`src/rtl/cgmt_pkg.sv`:
```
// Shared constants and types for the coarse-grain thread switch controller.
// Assumes exactly two thread contexts and a five-stage in-order pipeline
// whose first four stages can be aborted.
package cgmt_pkg;
    localparam int NTHR   = 2;
    localparam int TID_W  = $clog2(NTHR);
    localparam int NSQ    = 4;           // abortable stages IF..MEM
    localparam int SQ_IF  = 0;
    localparam int SQ_ID  = 1;
    localparam int SQ_EX  = 2;
    localparam int SQ_MEM = 3;

    typedef logic [TID_W-1:0] tid_t;

    // Ownership tag carried alongside one pipeline slot
    typedef struct packed {
        logic vld;
        tid_t tid;
    } slot_t;
endpackage

```
`src/rtl/cgmt_thread_ctx.sv`:
```
// One thread context: program counter and the waiting-on-fill flag.
// The PC advances on an unsquashed fetch, or is overwritten with the PC
// of a load/store that missed. The waiting flag is set on any miss of
// this thread and cleared by its fill pulse; setting wins.
module cgmt_thread_ctx #(
    parameter int              PC_W   = 32,
    parameter logic [PC_W-1:0] RST_PC = '0
) (
    input  logic            clk,
    input  logic            rst_n,
    input  logic            adv_i,
    input  logic [PC_W-1:0] next_pc_i,
    input  logic            cap_i,
    input  logic [PC_W-1:0] cap_pc_i,
    input  logic            set_wait_i,
    input  logic            fill_i,
    output logic [PC_W-1:0] pc_o,
    output logic            wait_o
);
    logic [PC_W-1:0] pc_q;
    logic            wait_q;

    // Resume/fetch PC register of this thread
    always_ff @(posedge clk) begin
        if (!rst_n) begin
            pc_q <= RST_PC;
        end else if (cap_i) begin
            pc_q <= cap_pc_i;
        end else if (adv_i) begin
            pc_q <= next_pc_i;
        end
    end

    // Waiting flag: raised by a miss, dropped by the fill pulse
    always_ff @(posedge clk) begin
        if (!rst_n) begin
            wait_q <= 1'b0;
        end else if (set_wait_i) begin
            wait_q <= 1'b1;
        end else if (fill_i) begin
            wait_q <= 1'b0;
        end
    end

    assign pc_o   = pc_q;
    assign wait_o = wait_q;
endmodule

```
`src/rtl/cgmt_stage_tags.sv`:
```
// Ownership tags for ID, EX and MEM plus the abort mask generator.
// Assumes the pipeline advances every cycle, so the tag of the fetch in
// IF reaches MEM three cycles later. A data miss is accepted only when
// MEM holds a valid tag. It aborts MEM and every younger slot of the same
// thread. An accepted instruction miss aborts the IF slot.
module cgmt_stage_tags
    import cgmt_pkg::*;
(
    input  logic           clk,
    input  logic           rst_n,
    input  slot_t          if_slot_i,
    input  logic           dmiss_i,
    input  logic           imiss_take_i,
    output logic           dmiss_vld_o,
    output tid_t           dmiss_tid_o,
    output logic [NSQ-1:0] squash_o
);
    // Slots in stage order: index SQ_IF is the live fetch, the rest are held
    slot_t slot [NSQ];
    slot_t held_q [NSQ-1];

    assign slot[SQ_IF] = if_slot_i;

    genvar s;
    generate
        for (s = 1; s < NSQ; s++) begin : g_view
            assign slot[s] = held_q[s-1];
        end
    endgenerate

    assign dmiss_vld_o = dmiss_i & slot[SQ_MEM].vld;
    assign dmiss_tid_o = slot[SQ_MEM].tid;

    // Abort mask: MEM on an accepted data miss, younger slots of its thread
    always_comb begin
        for (int k = 0; k < NSQ; k++) begin
            squash_o[k] = dmiss_vld_o && slot[k].vld && (slot[k].tid == dmiss_tid_o);
        end
        squash_o[SQ_IF] = squash_o[SQ_IF] | imiss_take_i;
    end

    // Advance tags one stage per cycle, dropping aborted slots
    always_ff @(posedge clk) begin
        if (!rst_n) begin
            for (int k = 0; k < NSQ-1; k++) begin
                held_q[k] <= '0;
            end
        end else begin
            for (int k = 0; k < NSQ-1; k++) begin
                held_q[k].vld <= slot[k].vld & ~squash_o[k];
                held_q[k].tid <= slot[k].tid;
            end
        end
    end
endmodule

```
`src/rtl/cgmt_sched.sv`:
```
// Fetch owner selection. It keeps the active thread and a running flag.
// A miss of the active thread switches to the other thread if that thread
// is not waiting (counting a fill arriving this cycle), and otherwise stops
// fetch. While stopped, the first released thread takes over, with thread 0
// first on a tie. Fills never preempt a running thread. A data miss
// outranks an instruction miss in the same cycle.
module cgmt_sched
    import cgmt_pkg::*;
(
    input  logic            clk,
    input  logic            rst_n,
    input  logic            dmiss_vld_i,
    input  tid_t            dmiss_tid_i,
    input  logic            imiss_i,
    input  logic [NTHR-1:0] fill_i,
    input  logic [NTHR-1:0] wait_i,
    output tid_t            act_o,
    output logic            run_o,
    output logic            imiss_take_o,
    output logic [NTHR-1:0] set_wait_o
);
    tid_t            act_q, act_d;
    logic            run_q, run_d;
    logic [NTHR-1:0] wait_nx;
    tid_t            other;

    assign other = ~act_q;

    // Miss acceptance and next-cycle waiting picture per thread
    always_comb begin
        imiss_take_o = run_q & imiss_i & ~(dmiss_vld_i & (dmiss_tid_i == act_q));
        for (int t = 0; t < NTHR; t++) begin
            set_wait_o[t] = (dmiss_vld_i && (dmiss_tid_i == tid_t'(t)))
                          || (imiss_take_o && (act_q == tid_t'(t)));
            wait_nx[t]    = set_wait_o[t] | (wait_i[t] & ~fill_i[t]);
        end
    end

    // Next owner: switch on own miss, idle if blocked, wake lowest released
    always_comb begin
        act_d = act_q;
        run_d = run_q;
        if (run_q) begin
            if (set_wait_o[act_q]) begin
                if (!wait_nx[other]) begin
                    act_d = other;
                end else begin
                    run_d = 1'b0;
                end
            end
        end else begin
            if (!wait_nx[0]) begin
                act_d = tid_t'(0);
                run_d = 1'b1;
            end else if (!wait_nx[1]) begin
                act_d = tid_t'(1);
                run_d = 1'b1;
            end
        end
    end

    // Owner and running state registers
    always_ff @(posedge clk) begin
        if (!rst_n) begin
            act_q <= tid_t'(0);
            run_q <= 1'b1;
        end else begin
            act_q <= act_d;
            run_q <= run_d;
        end
    end

    assign act_o = act_q;
    assign run_o = run_q;
endmodule

```
`src/rtl/cgmt_switch_ctrl.sv`:
```
// Top of the coarse-grain thread switch controller. It combines two thread
// contexts, the owner selector and the stage tag tracker. The fetch address
// is the active thread's PC, and fetch is valid while a thread runs. The
// datapath supplies the following address on next_pc_i, and the PC of a
// missing load/store on dmiss_pc_i. Assumes no stalls other than the
// aborts driven here.
module cgmt_switch_ctrl
    import cgmt_pkg::*;
#(
    parameter int              PC_W    = 32,
    parameter logic [PC_W-1:0] RST_PC0 = 32'h0000_1000,
    parameter logic [PC_W-1:0] RST_PC1 = 32'h0000_8000
) (
    input  logic            clk,
    input  logic            rst_n,
    input  logic            imiss_i,
    input  logic            dmiss_i,
    input  logic [PC_W-1:0] dmiss_pc_i,
    input  logic [1:0]      fill_done_i,
    input  logic [PC_W-1:0] next_pc_i,
    output logic [PC_W-1:0] fetch_pc_o,
    output logic            fetch_valid_o,
    output logic            active_tid_o,
    output logic [3:0]      squash_o
);
    tid_t            act;
    logic            run;
    logic            imiss_take;
    logic            dmiss_vld;
    tid_t            dmiss_tid;
    logic [NTHR-1:0] set_wait;
    logic [NTHR-1:0] thr_wait;
    logic [PC_W-1:0] thr_pc [NTHR];
    logic [NSQ-1:0]  squash;
    slot_t           if_slot;

    assign if_slot.vld = run;
    assign if_slot.tid = act;

    cgmt_sched u_sched (
        .clk          (clk),
        .rst_n        (rst_n),
        .dmiss_vld_i  (dmiss_vld),
        .dmiss_tid_i  (dmiss_tid),
        .imiss_i      (imiss_i),
        .fill_i       (fill_done_i),
        .wait_i       (thr_wait),
        .act_o        (act),
        .run_o        (run),
        .imiss_take_o (imiss_take),
        .set_wait_o   (set_wait)
    );

    cgmt_stage_tags u_tags (
        .clk          (clk),
        .rst_n        (rst_n),
        .if_slot_i    (if_slot),
        .dmiss_i      (dmiss_i),
        .imiss_take_i (imiss_take),
        .dmiss_vld_o  (dmiss_vld),
        .dmiss_tid_o  (dmiss_tid),
        .squash_o     (squash)
    );

    genvar t;
    generate
        for (t = 0; t < NTHR; t++) begin : g_ctx
            localparam logic [PC_W-1:0] RPC = (t == 0) ? RST_PC0 : RST_PC1;
            logic adv;
            logic cap;

            assign adv = run && (act == tid_t'(t)) && !squash[SQ_IF];
            assign cap = dmiss_vld && (dmiss_tid == tid_t'(t));

            cgmt_thread_ctx #(
                .PC_W   (PC_W),
                .RST_PC (RPC)
            ) u_ctx (
                .clk        (clk),
                .rst_n      (rst_n),
                .adv_i      (adv),
                .next_pc_i  (next_pc_i),
                .cap_i      (cap),
                .cap_pc_i   (dmiss_pc_i),
                .set_wait_i (set_wait[t]),
                .fill_i     (fill_done_i[t]),
                .pc_o       (thr_pc[t]),
                .wait_o     (thr_wait[t])
            );
        end
    endgenerate

    assign fetch_pc_o    = thr_pc[act];
    assign fetch_valid_o = run;
    assign active_tid_o  = act;
    assign squash_o      = squash;
endmodule

```
`config.mk`:
```
export PLATFORM = sky130hd
export DESIGN_NAME = cgmt_switch_ctrl
export DESIGN_NICKNAME = d
export VERILOG_FILES = /design/src/rtl/cgmt_pkg.sv /design/src/rtl/cgmt_thread_ctx.sv /design/src/rtl/cgmt_stage_tags.sv /design/src/rtl/cgmt_sched.sv /design/src/rtl/cgmt_switch_ctrl.sv
export SDC_FILE = /design/constraint.sdc
export NUM_CORES = 1
export LEC_CHECK = 0
export BUFFER_PORTS_ARGS = -buffer_cell sky130_fd_sc_hd__buf_2
export CELL_PAD_IN_SITES_DETAIL_PLACEMENT = 0
export CELL_PAD_IN_SITES_GLOBAL_PLACEMENT = 1
export CORE_ASPECT_RATIO = 0.9
export CORE_MARGIN = 2
export CORE_UTILIZATION = 35
export DETAILED_ROUTE_END_ITERATION = 8
export PLACE_DENSITY = 0.75
export SETUP_SLACK_MARGIN = 0.1
export SLEW_MARGIN = 20
export SYNTH_ARGS = -nofsm -noshare
export SYNTH_HDL_FRONTEND = slang
export SYNTH_SLANG_ARGS = --single-unit
export TNS_END_PERCENT = 10
```
`constraint.sdc`:
```
create_clock -name clk -period 1.7 [get_ports clk]
set_input_delay 0.17 -clock clk [delete_from_list [all_inputs] [get_ports clk]]
set_output_delay 0.17 -clock clk [all_outputs]
set_load 0.05 [all_outputs]
```
Yosys cells after proc, flatten, opt, wreduce, memory -nomap -nowiden
Memory sizes are Yosys's and may differ from the RTL's.
Cells that the tools add are included.
{ "totals": {"n_memories": 1, "reg_bits": 68, "word_cells": 100, "ram_bits": 6, "latchBits": 0, "romBits": 0} }
{ "memory_table": {"columns": ["name", "words", "word_bits", "rd", "rd_ports_with_merged_regs", "wr", "line_no", "source"], "rows": [
  ["u_tags.held_q", 3, 2, 3, 0, 3, "cgmt_stage_tags.sv:20", "slot_t held_q [NSQ-1];"]
]} }
{ "classes": {"n_reduce_logical": 23, "shift": 0, "bitwise_logic": 27, "n_lt_le_gt_ge": 3, "n_mul": 0, "mux": 33, "eq_ne": 7, "addsub": 0, "div": 0} }
{ "op_table": {"columns": ["cell", "n"], "rows": [
  ["two-way mux 32 bit", 7],
  ["two-way mux 1 bit", 26],
  ["logical AND 1 bit", 15],
  ["bitwise AND 1 bit", 9],
  ["bitwise OR 1 bit", 9],
  ["NOT 1 bit", 8],
  ["nonzero test 2 bit", 4],
  ["equality test 1 bit", 4],
  ["< comparator 1 x 2 -> 1 bit (second input constant)", 2],
  ["inequality test 2 bit (second input constant)", 2],
  ["inequality test 3 x 2 -> 1 bit (second input constant)", 1],
  ["AND reduction 3 bit", 1],
  [">= comparator 2 bit (second input constant)", 1],
  ["logical OR 1 bit", 2],
  ["NOT 1 -> 2 bit", 1],
  ["zero test 1 bit", 1]
]} }

Depth between registers and ports, before layout
Gate-level depths: netlist of the first run.
An unclocked memory read counts as a cell.
{ "depth": {"ltp_word": 13, "depth_mapped": 8, "depth_no_buf": 4} }

Modules after synthesis
Synthesis of the first run repeated with hierarchy kept, for this count alone.
{ "hier_totals": {"cells_unflattened": 380, "hier_area_um2": 4067.7} }
{ "modules_own_cells": {"columns": ["mod", "area_per_inst_um2", "cells_each", "instances"], "rows": [
  ["cgmt_thread_ctx", 1549.0, 146, 2],
  ["cgmt_switch_ctrl", 560.5, 40, 1],
  ["cgmt_stage_tags", 237.7, 24, 1],
  ["cgmt_sched", 171.4, 24, 1]
]} }

Least setup slack after synthesis of the first run
No wires, ideal clock.
{ "synth_timing": {"path_kind": "reg-to-output", "start": "memory u_tags.held_q[2][1] in the netlist's numbering", "end": "output port squash_o[0]", "stages_incl_launch_ff": 5, "slack_ns": -0.424, "required_time_ns": 1.530, "path_buffers": 1, "arrival_time_ns": 1.954, "cell_sequence": "dfxtp_1 and2_1 clkbuf_1 a21oi_1 nor2b_1"} }
{ "synth_lines": {"columns": ["item", "line_no", "source"], "rows": [
  ["from (decl)", "cgmt_stage_tags.sv:20", null],
  ["to (decl)", "cgmt_switch_ctrl.sv:24", "output logic [3:0] squash_o"]
]} }

Worst setup path in the final report of the first run
{ "layout_timing": {"start": "register u_sched.act_q, in the netlist u_sched.act_o", "end": "output port fetch_pc_o[10]"} }
{ "layout_between": {"elab_chain_cells": 4} }
{ "layout_rtl": {"columns": ["item", "line_no", "source"], "rows": [
  ["from (decl)", "cgmt_sched.sv:22", "tid_t act_q, act_d;"],
  ["from (signal assigned)", "cgmt_sched.sv:65", "act_q <= tid_t'(0);"],
  ["from (signal assigned)", "cgmt_sched.sv:68", "act_q <= act_d;"],
  ["NOT 1 -> 2 bit (not written as such)", "cgmt_switch_ctrl.sv:93", "assign fetch_pc_o = thr_pc[act];"],
  ["two-way mux 32 bit (not written as such) (3 in series)", "cgmt_switch_ctrl.sv:93", null],
  ["to (decl)", "cgmt_switch_ctrl.sv:21", "output logic [PC_W-1:0] fetch_pc_o,"]
]} }
No other way between the ends. The select of a mux whose other input is x is not followed.

==> summary.txt, run 1 <==
Timing
  – Slew headroom: 0.753
  – Max-slew violations: 0
  – Fmax: 600 MHz
  – Fin crit period: approximately 1.7 ns
  – Count of final setup violators: 0
  – Worst slew pin tran: ~0.37 ns
  – Max Clock Skew: 0.00781 ns
  – RSZ-0062 raised after global routing: true
  – WHS: between 0.1 and 0.15 ns
  – Fin. Hold Viols: 0
  – Part of the cycle the worst path needs: 0.980

Drt
  – DR vias: 3428
  – ANT nets after route: 0
  – Iter 0 DRT Violations: 151
  – Routed wire per std cell: 16.1 um
  – DRT Pass-1 Iters: 4
  – DR vias/cell: 5.24
  – DRC violations left: 0
  – Routed wire length: 10500 um

Synth
  – Yosys cell types: 29
  – Synth top area share: 0.390
  – Synth Warn #: 0
  – Mean post-synth cell area: ~9.2 um2
  – Synthesized area: ~3800 um2
  – Largest area contributor in the synthesized netlist: dfxtp_1
  – Sequential element share of the synthesized area: 0.390
  – Number of synthesized register bits: 74
  – Synth area leaders: dfxtp_1 39%, mux2_2 9.8%, mux2i_1 8.4%
  – Syn nets: 483
  – Mapped Cells: 413

Finish
  – Layout cells sized above 1: 0.411
  – Register Area: 1490 um2
  – Fill cells: 1022
  – Final net count: 586
  – Multi-input logic area: 2190 um2
  – Antenna diodes: 0
  – Area grow syn2layout: 37.0%
  – Design area: about 5200 um2
  – Non-Filler Instances: between 600 and 700

Status
  – Outcome: completed

Worst setup path
  – Slowest library cell on the worst path: dfxtp_4
  – Crit path max fanout: 16
  – Critical Path End: fetch_pc_o[10]
  – CP peak stage delay: 0.42 ns
  – FF-to-FF End: g_ctx[0].u_ctx.pc_o[6]$_SDFFE_PN0P_
  – CP Data Required Time: around 1.5 ns
  – Setup CP Type: reg -> out
  – Crit path from: u_sched.act_o$_SDFFE_PN0P_
  – R2R Path Start: u_tags.held_q[2][0]$_DFF_P_
  – Setup slack, reg-to-reg: around 0.19 ns
  – Critical path launch point type: register
  – Setup crit end kind: primary output
  – Critical-path cell list: buf_12, mux2_2, buf_2
  – Reg2Reg Depth: 4
  – Critical Path AT: roughly 1.5 ns

Global route
  – Largest net degree at the start of global routing: 50
  – Tot GR Track Use: 0.173
  – Vias in the first global route: between 3k and 4k
  – First-pass GRT wire length: ~16000 um
  – Total global routing overflow: 0
  – Initial antenna violation count: 0

Place
  – IO Port Bufs: 107
  – Placed Cells: around 630
  – Area of placed instances: 4520 um2
  – DP HPWL: 6750 um
  – Gp weighted congestion: between 0.7 and 0.8

Clock tree
  – CTS sink count: 74
  – Hold buffers post-CTS: 0
  – H-tree depth: 3
  – Skew-Pair Late Insertion Delay: 0.33 ns
  – TritonCTS buffer count: 9
  – Clk slew on worst S/H paths: about 0.060 ns
  – CTS tree: yes
  – Clk buf depth: 2
  – Clock root buffer: clkbuf_16

Min path
  – Hold crit path type: in -> reg
  – HP Start: rst_n

Power
  – Clock power share: 0.353
  – Switching Share: 0.309
  – Cell Pwr Density: 1000 nW/um2
  – Combinational fraction of design power: 0.271
  – Sequential share of power: 0.376
  – P_sw: 1.61 mW
  – Pint: roughly 3.6 mW
  – Total power: around 5.2 mW
  – Lkg Pwr: 2.37 nW
  – IR drop worst, VDD: 0.600 mV

Die
  – CORE AREA: 10700 um2
  – Io pins: 108
  – Chip width: 114 um
  – Die area: around 12000 um2
  – Die height: 103 um
  – Site row count: 36
  – Initial core utilization: 0.354

Run
  – Max-cap violations: 0
==> through the flow <==
step                       util  setup TNS, ns  setup slack (ns)
after floorplan               -              0           0.00591
after global placement    0.421              0             0.218
after detailed placement  0.421              0             0.204
after CTS                 0.453              0            0.0290
after global routing      0.485        -0.0258           -0.0111
final                     0.485              0            0.0346
==> Yosys cell counts <==
| library cell | instances |
|---|---|
| a311oi_2 | 20 |
| xor2_1 | 1 |
| and2_1 | 4 |
| o21ai_2 | 1 |
| buf_2 | 8 |
| nor3b_1 | 2 |
| nor3_1 | 1 |
| a21oi_1 | 8 |
| dfxtp_1 | 74 |
| nand2b_1 | 1 |
| mux2i_1 | 32 |
| nor2b_1 | 3 |
| nor2_1 | 63 |
| o21ai_0 | 3 |
| a221oi_1 | 1 |
| buf_4 | 7 |
| inv_1 | 3 |
| xnor2_1 | 3 |
| a211oi_1 | 33 |
| buf_1 | 1 |
| nand3_1 | 2 |
| mux2_2 | 33 |
| buf_6 | 8 |
| nand3b_1 | 2 |
| a21o_1 | 1 |
| nand2_1 | 69 |
| and3_1 | 4 |
| clkbuf_1 | 14 |
| a311oi_1 | 11 |
==> state kept, by name (all words and copies together) (netlist names) <==
register and flops:
g_ctx.u_ctx.pc_o 64, g_ctx.u_ctx.wait_o 2, u_sched.act_o 1, u_sched.run_o 1
u_tags.held_q 6
==> logic make-up after synthesis <==
| logic type | share of synthesized area |
|---|---|
| XOR/XNOR | 0.00922 |
| buffers and inverters | 0.0659 |
| AO/OA/AOI/OAI | 0.191 |
| flip-flops | 0.390 |
| AND/OR/NAND/NOR | 0.162 |
| multiplexers | 0.182 |
==> layout make-up <==
type	instances	share of cell area
multi-input combinational	298	0.422
sequential	74	0.286
timing repair buffer	130	0.202
clock buffer	12	0.0512
tap	133	0.0320
clock inverter	4	0.00457
inverter	3	0.00216
==> critical path: cells and delay by family (launching register included) <==
kind	cells	cell delay, ns
buf+inv	2	0.40
flops	1	0.42
mux	1	0.34
==> routing by layer <==
metal	wire length (um)	vias up	global-route usage
met5	0	-	0
li1	-	1685	-
met3	480	9	0.0388
met2	5030	85	0.284
met1	4910	1649	0.227
met4	118	0	0.0582
==> power groups by stage <==
stage	clock network, mW	logic (mW)	registers, mW
2_1_floorplan	0	0.897	1.97
3_3_place_gp	0	1.17	1.99
3_5_place_dp	0	1.18	2.00
4_1_cts	1.88	1.23	1.95
5_1_grt	1.94	1.51	1.97
6_report	1.84	1.41	1.96
==> cells in the final DEF, fill, tap and decap left out, types with 2 or more instances in the layout <==
master     netlist  routed
a311oi_1        11      10
buf_4            7      17
xnor2_2          0       3
mux2i_1         32      32
buf_2            8      75
clkinv_2         0       3
buf_12           0       6
a211oi_2         0       3
dfxtp_1         74      71
dfxtp_2          0       2
nor2b_1          3       2
clkbuf_8         0       3
buf_6            8      16
buf_8            0      15
and3_1           4       4
nor3b_1          2       2
nand3_1          2       2
nor2_1          63      63
and2_1           4       3
clkbuf_16        0      10
a21oi_1          8       8
a211oi_1        33      30
nand3b_1         2       2
inv_1            3       2
nand2_1         69      69
a311oi_2        20      21
mux2_2          33      14
o21ai_0          3       3
mux2_4           0      19
==> timing repair <==
item,4_1_cts,5_1_grt
setup endpoints to repair,35,71
resized for setup,9,115
pin swaps,0,1
gates cloned,0,1
buffers inserted,4,0
==> worst min-delay path by stage <==
stage                                                end  slack [ns]  cells past startpoint
finish              g_ctx[0].u_ctx.pc_o[12]$_SDFFE_PN1P_        0.10                      2
CTS                 g_ctx[0].u_ctx.pc_o[12]$_SDFFE_PN1P_        0.09                      2
global placement          u_tags.held_q[1][1]$_SDFF_PN0_        0.42                      2
floorplan           g_ctx[0].u_ctx.pc_o[12]$_SDFFE_PN1P_        0.23                      1
detailed placement        u_tags.held_q[1][1]$_SDFF_PN0_        0.43                      2
global route        g_ctx[0].u_ctx.pc_o[12]$_SDFFE_PN1P_        0.11                      2
(Power assumes the default switching activity.)
==> inputs of run 2 (changes only) <==
CTS_BUF_LIST = sky130_fd_sc_hd__clkbuf_4 sky130_fd_sc_hd__clkbuf_8   (was unset)
GPL_TIMING_DRIVEN = 1   (was unset)
==> summary.txt, run 2 (synthesized netlist as in run 1, its figures left out) <==
Status
  – Outcome: completed

Worst setup path
  – CP Data Required Time: 1.53 ns (about the same)
  – Critical path launch point type: register
  – Critical-path cell list: buf_12, mux2_4, buf_8
  – R2R Path Start: u_tags.held_q[2][0]$_DFF_P_
  – Setup slack, reg-to-reg: 0.17 ns (-0.02 ns)
  – Reg2Reg Depth: 5 (+1)
  – Setup CP Type: reg -> out
  – Slowest library cell on the worst path: dfxtp_4
  – CP peak stage delay: 0.46 ns (+0.04 ns)
  – Crit path max fanout: 12 (-4)
  – Critical Path AT: 1.50 ns (about the same)
  – FF-to-FF End: g_ctx[0].u_ctx.pc_o[6]$_SDFFE_PN0P_
  – Crit path from: u_sched.act_o$_SDFFE_PN0P_
  – Critical Path End: fetch_pc_o[22]
  – Setup crit end kind: primary output

Global route
  – First-pass GRT wire length: 16300 um (+2.4%)
  – Total global routing overflow: 0 (unchanged)
  – Initial antenna violation count: 0 (unchanged)
  – Vias in the first global route: 3254 (+1.8%)
  – Largest net degree at the start of global routing: 50 (unchanged)
  – Tot GR Track Use: 0.177 (+0.00390)

Timing
  – Fin. Hold Viols: 0 (unchanged)
  – Slew headroom: 0.736 (-0.0175)
  – Max-slew violations: 0 (unchanged)
  – Fmax: 598 MHz (-0.42%)
  – Fin crit period: 1.67 ns (+0.00706 ns)
  – Final worst slack: 0.0275 ns (-0.00706 ns)
  – Max Clock Skew: 0.0133 ns (+0.00549 ns)
  – Part of the cycle the worst path needs: 0.984 (+0.00415)
  – Count of final setup violators: 0 (unchanged)
  – Worst slew pin tran: 0.395 ns (+0.0261 ns)
  – RSZ-0062 raised after global routing: true

Place
  – IO Port Bufs: 107 (unchanged)
  – Gp weighted congestion: 0.761 (unchanged)
  – DP HPWL: 6750 um (unchanged)
  – Pre-CTS setup slack: 0.204 ns (unchanged)
  – Placed Cells: 633 (unchanged)

Min path
  – HP Start: rst_n
  – Hold crit path type: in -> reg

Finish
  – Area grow syn2layout: 39.1%
  – Fill cells: 1021 (-0.098%)
  – Non-Filler Instances: 656 (+0.31%)
  – Max FFs per register: 64 (unchanged)
  – Final net count: 588 (+0.34%)
  – Commonest cells after routing, fill and taps aside: 72 x buf_2, 71 x dfxtp_1, 69 x nand2_1, 63 x nor2_1, 32 x mux2i_1
  – Antenna diodes: 0 (unchanged)
  – Layout cells sized above 1: 0.419 (+0.00799)
  – Most common cell after layout, fill and taps aside: buf_2

Drt
  – DRT Pass-1 Iters: 4 (unchanged)
  – Routed wire length: 10800 um (+2.4%)
  – ANT nets after route: 0 (unchanged)
  – DRC violations left: 0 (unchanged)
  – Routed wire per std cell: 16.4 um (+2.1%)
  – DR vias/cell: 5.20 (-0.83%)
  – DR vias: 3410 (-0.53%)
  – Iter 0 DRT Violations: 163 (+7.9%)

Clock tree
  – CTS sink count: 74 (unchanged)
  – CTS tree: yes
  – Clk buf depth: 2 (unchanged)
  – Skew-Pair Late Insertion Delay: 0.35 ns (+0.02 ns)
  – Clk slew on worst S/H paths: 0.08 ns (+0.02 ns)
  – TritonCTS buffer count: 9 (unchanged)
  – H-tree depth: 3 (unchanged)
  – Clock root buffer: clkbuf_8

Die
  – Io pins: 108 (unchanged)
  – Initial core utilization: 0.354 (unchanged)
  – Die height: 103 um (unchanged)
  – CORE AREA: 10700 um2 (unchanged)
  – Site row count: 36 (unchanged)
  – Die area: 11700 um2 (unchanged)
  – Chip width: 114 um (unchanged)

Power
  – Lkg Pwr: 2.39 nW (+1.1%)
  – IR drop worst, VDD: 0.608 mV (+1.2%)
  – Total power: 4.80 mW (-7.8%)
  – Cell Pwr Density: 908 nW/um2 (-9.2%)

Run
  – Max-cap violations: 0 (unchanged)
==> run 2: cell types whose count changed in the layout (fill, tap and decap cells not counted), moves of 5 or more <==
cell	change
clkbuf_8	+9
clkbuf_16	-8
mux2_4	+9
buf_4	-5
mux2_2	-9
buf_6	-7
buf_8	+16
==> run 2: repair_timing <==
item,CTS,global route
setup endpoints to repair,35,74
buffers inserted,4,1
hold buffers,0,0
gates resized for setup,97,42
cloned,0,2
==> run 2: area by class of cell <==
| cell class | count | area, um2 | share of cell area |
|---|---|---|---|
| Clock buffer | 12 | 165 | 0.0313 |
| Timing Repair Buffer | 132 | 1190 | 0.225 |
| Multi-Input combinational cell | 298 | 2240 | 0.424 |
| Inverter | 3 | 11.3 | 0.00213 |
| Sequential cell | 74 | 1490 | 0.282 |
| Tap cell | 133 | 166 | 0.0315 |
| Clock inverter | 4 | 23.8 | 0.00450 |
==> run 2: worst max-delay path, delay by kind of cell (launching register included) <==
family                 cells  cell delay, ns
muxes                      1            0.34
buffers and inverters      2            0.35
DFF                        1            0.46
==> run 2: per-layer routing <==
| layer | part of all wire | up-vias | wire [um] | track usage |
|---|---|---|---|---|
| li1 | - | 1678 | - | - |
| met1 | 0.47 | 1636 | 5120 | 0.235 |
| met2 | 0.47 | 87 | 5110 | 0.290 |
| met3 | 0.039 | 9 | 421 | 0.0412 |
| met4 | 0.013 | 0 | 138 | 0.0525 |
| met5 | 0 | - | 0 | 0 |
==> run 2: metrics by stage <==
step            util  hold slack [ns]  cell area (um2)  setup TNS, ns
2_1_floorplan      -            0.232             3840              0
5_1_grt        0.493           0.0809             5280        -0.0807
4_1_cts        0.471           0.0668             5050              0
6_report       0.493           0.0826             5280              0
3_3_place_gp   0.421            0.423             4520              0
3_5_place_dp   0.421            0.431             4520              0
==> run 2: worst min path at each step <==
stage,to,slack (ns),cells after the start
2_1_floorplan,g_ctx[0].u_ctx.pc_o[12]$_SDFFE_PN1P_,0.23,1
3_3_place_gp,u_tags.held_q[1][1]$_SDFF_PN0_,0.42,2
3_5_place_dp,u_tags.held_q[1][1]$_SDFF_PN0_,0.43,2
4_1_cts,g_ctx[0].u_ctx.pc_o[12]$_SDFFE_PN1P_,0.07,2
5_1_grt,g_ctx[0].u_ctx.pc_o[12]$_SDFFE_PN1P_,0.08,2
6_report,g_ctx[0].u_ctx.pc_o[12]$_SDFFE_PN1P_,0.08,2
==> run 2: power breakdown <==
part / internal, mW / switching [mW]
sequential: 1.88 / 0.0819
combinational: 0.695 / 0.828
clock: 0.648 / 0.671
total: 3.22 / 1.58
==> inputs of run 3 (changes only) <==
PLACE_DENSITY = 0.78   (was 0.75)
==> summary.txt, run 3 (synthesized netlist as in run 1, its figures left out) <==
Status
  – Outcome: completed

Clock tree
  – Clock root buffer: clkbuf_8
  – H-tree depth: 3 (unchanged)
  – Hold buffers post-CTS: 0 (unchanged)
  – Clk slew on worst S/H paths: 0.07 ns (about the same)
  – Clk buf depth: 2 (unchanged)
  – CTS tree: yes
  – Skew-Pair Late Insertion Delay: 0.36 ns (about the same)
  – TritonCTS buffer count: 9 (unchanged)
  – CTS sink count: 74 (unchanged)

Finish
  – Multi-input logic area: 2210 um2 (-1.5%)
  – Antenna diodes: 0 (unchanged)
  – Area grow syn2layout: 41.0%
  – Fill cells: 1003 (-1.8%)
  – Register Area: 1490 um2 (-0.17%)
  – Most common cell after layout, fill and taps aside: dfxtp_1
  – Layout cells sized above 1: 0.408 (-0.0104)
  – Commonest cells after routing, fill and taps aside: 73 x dfxtp_1, 72 x buf_2, 69 x nand2_1, 63 x nor2_1, 33 x a211oi_1
  – Max FFs per register: 64 (unchanged)
  – Fin util: 0.500 (+0.00677)
  – Final net count: 595 (+1.2%)

Die
  – Initial core utilization: 0.354 (unchanged)
  – Chip width: 114 um (unchanged)
  – CORE AREA: 10700 um2 (unchanged)
  – Die height: 103 um (unchanged)
  – Site row count: 36 (unchanged)
  – Io pins: 108 (unchanged)
  – Die area: 11700 um2 (unchanged)

Worst setup path
  – CP bufs+invs: 3 (+1)
  – Critical path's top delay family: buffers and inverters
  – R2R Path Start: u_sched.act_o$_SDFFE_PN0P_
  – Crit path max fanout: 5 (-7)
  – Setup crit end kind: primary output
  – Critical Path AT: 1.48 ns (-0.02 ns)
  – Critical-path cell list: buf_12, buf_8, mux2_4, buf_6
  – Critical path launch point type: register
  – Setup slack, reg-to-reg: 0.10 ns (-0.07 ns)
  – Crit path depth: 4 (+1)
  – Slowest library cell on the worst path: dfxtp_4
  – CP peak stage delay: 0.38 ns (-0.08 ns)
  – FF-to-FF End: g_ctx[1].u_ctx.pc_o[26]$_SDFFE_PN0P_
  – Setup CP Type: reg -> out
  – CP Data Required Time: 1.53 ns (about the same)
  – Reg2Reg Depth: 7 (+2)

Timing
  – Max-slew violations: 0 (unchanged)
  – Final worst slack: 0.0501 ns (+0.0226 ns)
  – Part of the cycle the worst path needs: 0.971 (-0.0133)
  – Count of final setup violators: 0 (unchanged)
  – WHS: 0.0877 ns (+0.00508 ns)
  – Fin crit period: 1.65 ns (-0.0226 ns)
  – Max Clock Skew: 0.0147 ns (+0.00135 ns)
  – Fmax: 606 MHz (+1.4%)
  – Worst slew pin tran: 0.417 ns (+0.0223 ns)
  – RSZ-0062 raised after global routing: true
  – Fin. Hold Viols: 0 (unchanged)
  – Setup_tns: 0 ns (unchanged)
  – Slew headroom: 0.721 (-0.0145)

Place
  – IO Port Bufs: 107 (unchanged)
  – Gp weighted congestion: 0.726 (-4.6%)
  – Pre-CTS setup slack: 0.154 ns (-0.0498 ns)
  – DP HPWL: 6910 um (+2.4%)

Power
  – Combinational fraction of design power: 0.299 (-0.018)
  – IR drop worst, VDD: 0.406 mV (-33%)
  – Cell Pwr Density: 965 nW/um2 (+6.3%)
  – Sequential share of power: 0.377 (-0.031)
  – P_sw: 1.60 mW (+1.4%)
  – Pint: 3.57 mW (+11%)
  – Switching Share: 0.310 (-0.0194)
  – Lkg Pwr: 2.45 nW (+2.3%)
  – Clock power share: 0.324 (+0.049)

Drt
  – DR vias/cell: 5.27 (+1.3%)
  – DR vias: 3487 (+2.3%)
  – Routed wire per std cell: 16.8 um (+1.9%)
  – Routed wire length: 11100 um (+2.8%)
  – DRT Pass-1 Iters: 5 (+1)
  – DRC violations left: 0 (unchanged)
  – ANT nets after route: 0 (unchanged)
  – Iter 0 DRT Violations: 138 (-15%)

Min path
  – WHS Path Cells: 2 (unchanged)
  – HP Start: rst_n
  – Hold crit path type: in -> reg
  – Worst Hold End: g_ctx[0].u_ctx.pc_o[12]$_SDFFE_PN1P_

Global route
  – Vias in the first global route: 3293 (+1.2%)
  – Total global routing overflow: 0 (unchanged)
  – Largest net degree at the start of global routing: 43 (-14%)
  – First-pass GRT wire length: 16400 um (+0.89%)
  – Initial antenna violation count: 0 (unchanged)
  – Tot GR Track Use: 0.178 (+0.000911)

Run
  – Max-cap violations: 0 (unchanged)
==> run 3: worst max-delay path by stage <==
stage | slack (ns) | start | to
floorplan | 0.006 | u_sched.run_o$_SDFF_PN1_ | g_ctx[0].u_ctx.pc_o[12]$_SDFFE_PN1P_
global placement | 0.18 | u_tags.held_q[2][0]$_DFF_P_ | g_ctx[0].u_ctx.pc_o[16]$_SDFFE_PN0P_
detailed placement | 0.15 | u_tags.held_q[2][0]$_DFF_P_ | g_ctx[0].u_ctx.pc_o[8]$_SDFFE_PN0P_
CTS | 0.04 | u_sched.act_o$_SDFFE_PN0P_ | fetch_pc_o[14]
global route | 0.04 | u_tags.held_q[2][0]$_DFF_P_ | squash_o[2]
finish | 0.05 | u_sched.act_o$_SDFFE_PN0P_ | fetch_pc_o[22]
==> run 3: per-stage QoR <==
stage	total power, mW	cell area [um2]	cells
finish	5.17	5360	662
global route	5.36	5360	662
CTS	5.09	5180	659
detailed placement	3.19	4530	633
global placement	3.16	4530	633
floorplan	2.87	3840	413
==> run 3: power groups by stage <==
stage               Combinational, mW  Clock (mW)  Sequential [mW]
floorplan                       0.897           0             1.97
global placement                 1.16           0             2.00
detailed placement               1.18           0             2.00
CTS                              1.45        1.69             1.95
global route                     1.63        1.76             1.97
finish                           1.54        1.68             1.95
==> run 3: per-layer routing <==
metal | track usage | wire, um
met1 | 0.231 | 4990
met4 | 0.0610 | 175
met3 | 0.0294 | 437
met2 | 0.303 | 5490
met5 | 0 | 0
==> run 3: final cells by class <==
cell class / count / area share
Clock inverter: 5 / 0.0194
Timing Repair Buffer: 139 / 0.233
Clock buffer: 10 / 0.0245
Multi-Input combinational cell: 298 / 0.413
Tap cell: 133 / 0.0311
Sequential cell: 74 / 0.277
Inverter: 3 / 0.00210
==> run 3: timing repair <==
item	in CTS	in global routing
gates cloned	1	1
setup endpoints to repair	35	84
pin swaps	0	0
setup buffers	10	2
hold endpoints to repair	0	0
gates resized for setup	93	37
==> run 3: worst register-to-register path, cell delays in order, from the launching register on <==
cell and delay, ns:
dfxtp_4 0.38, buf_12 0.14, buf_8 0.13, buf_4 0.11, a21o_2 0.20, buf_6 0.22
nor2_1 0.07, a311oi_1 0.26
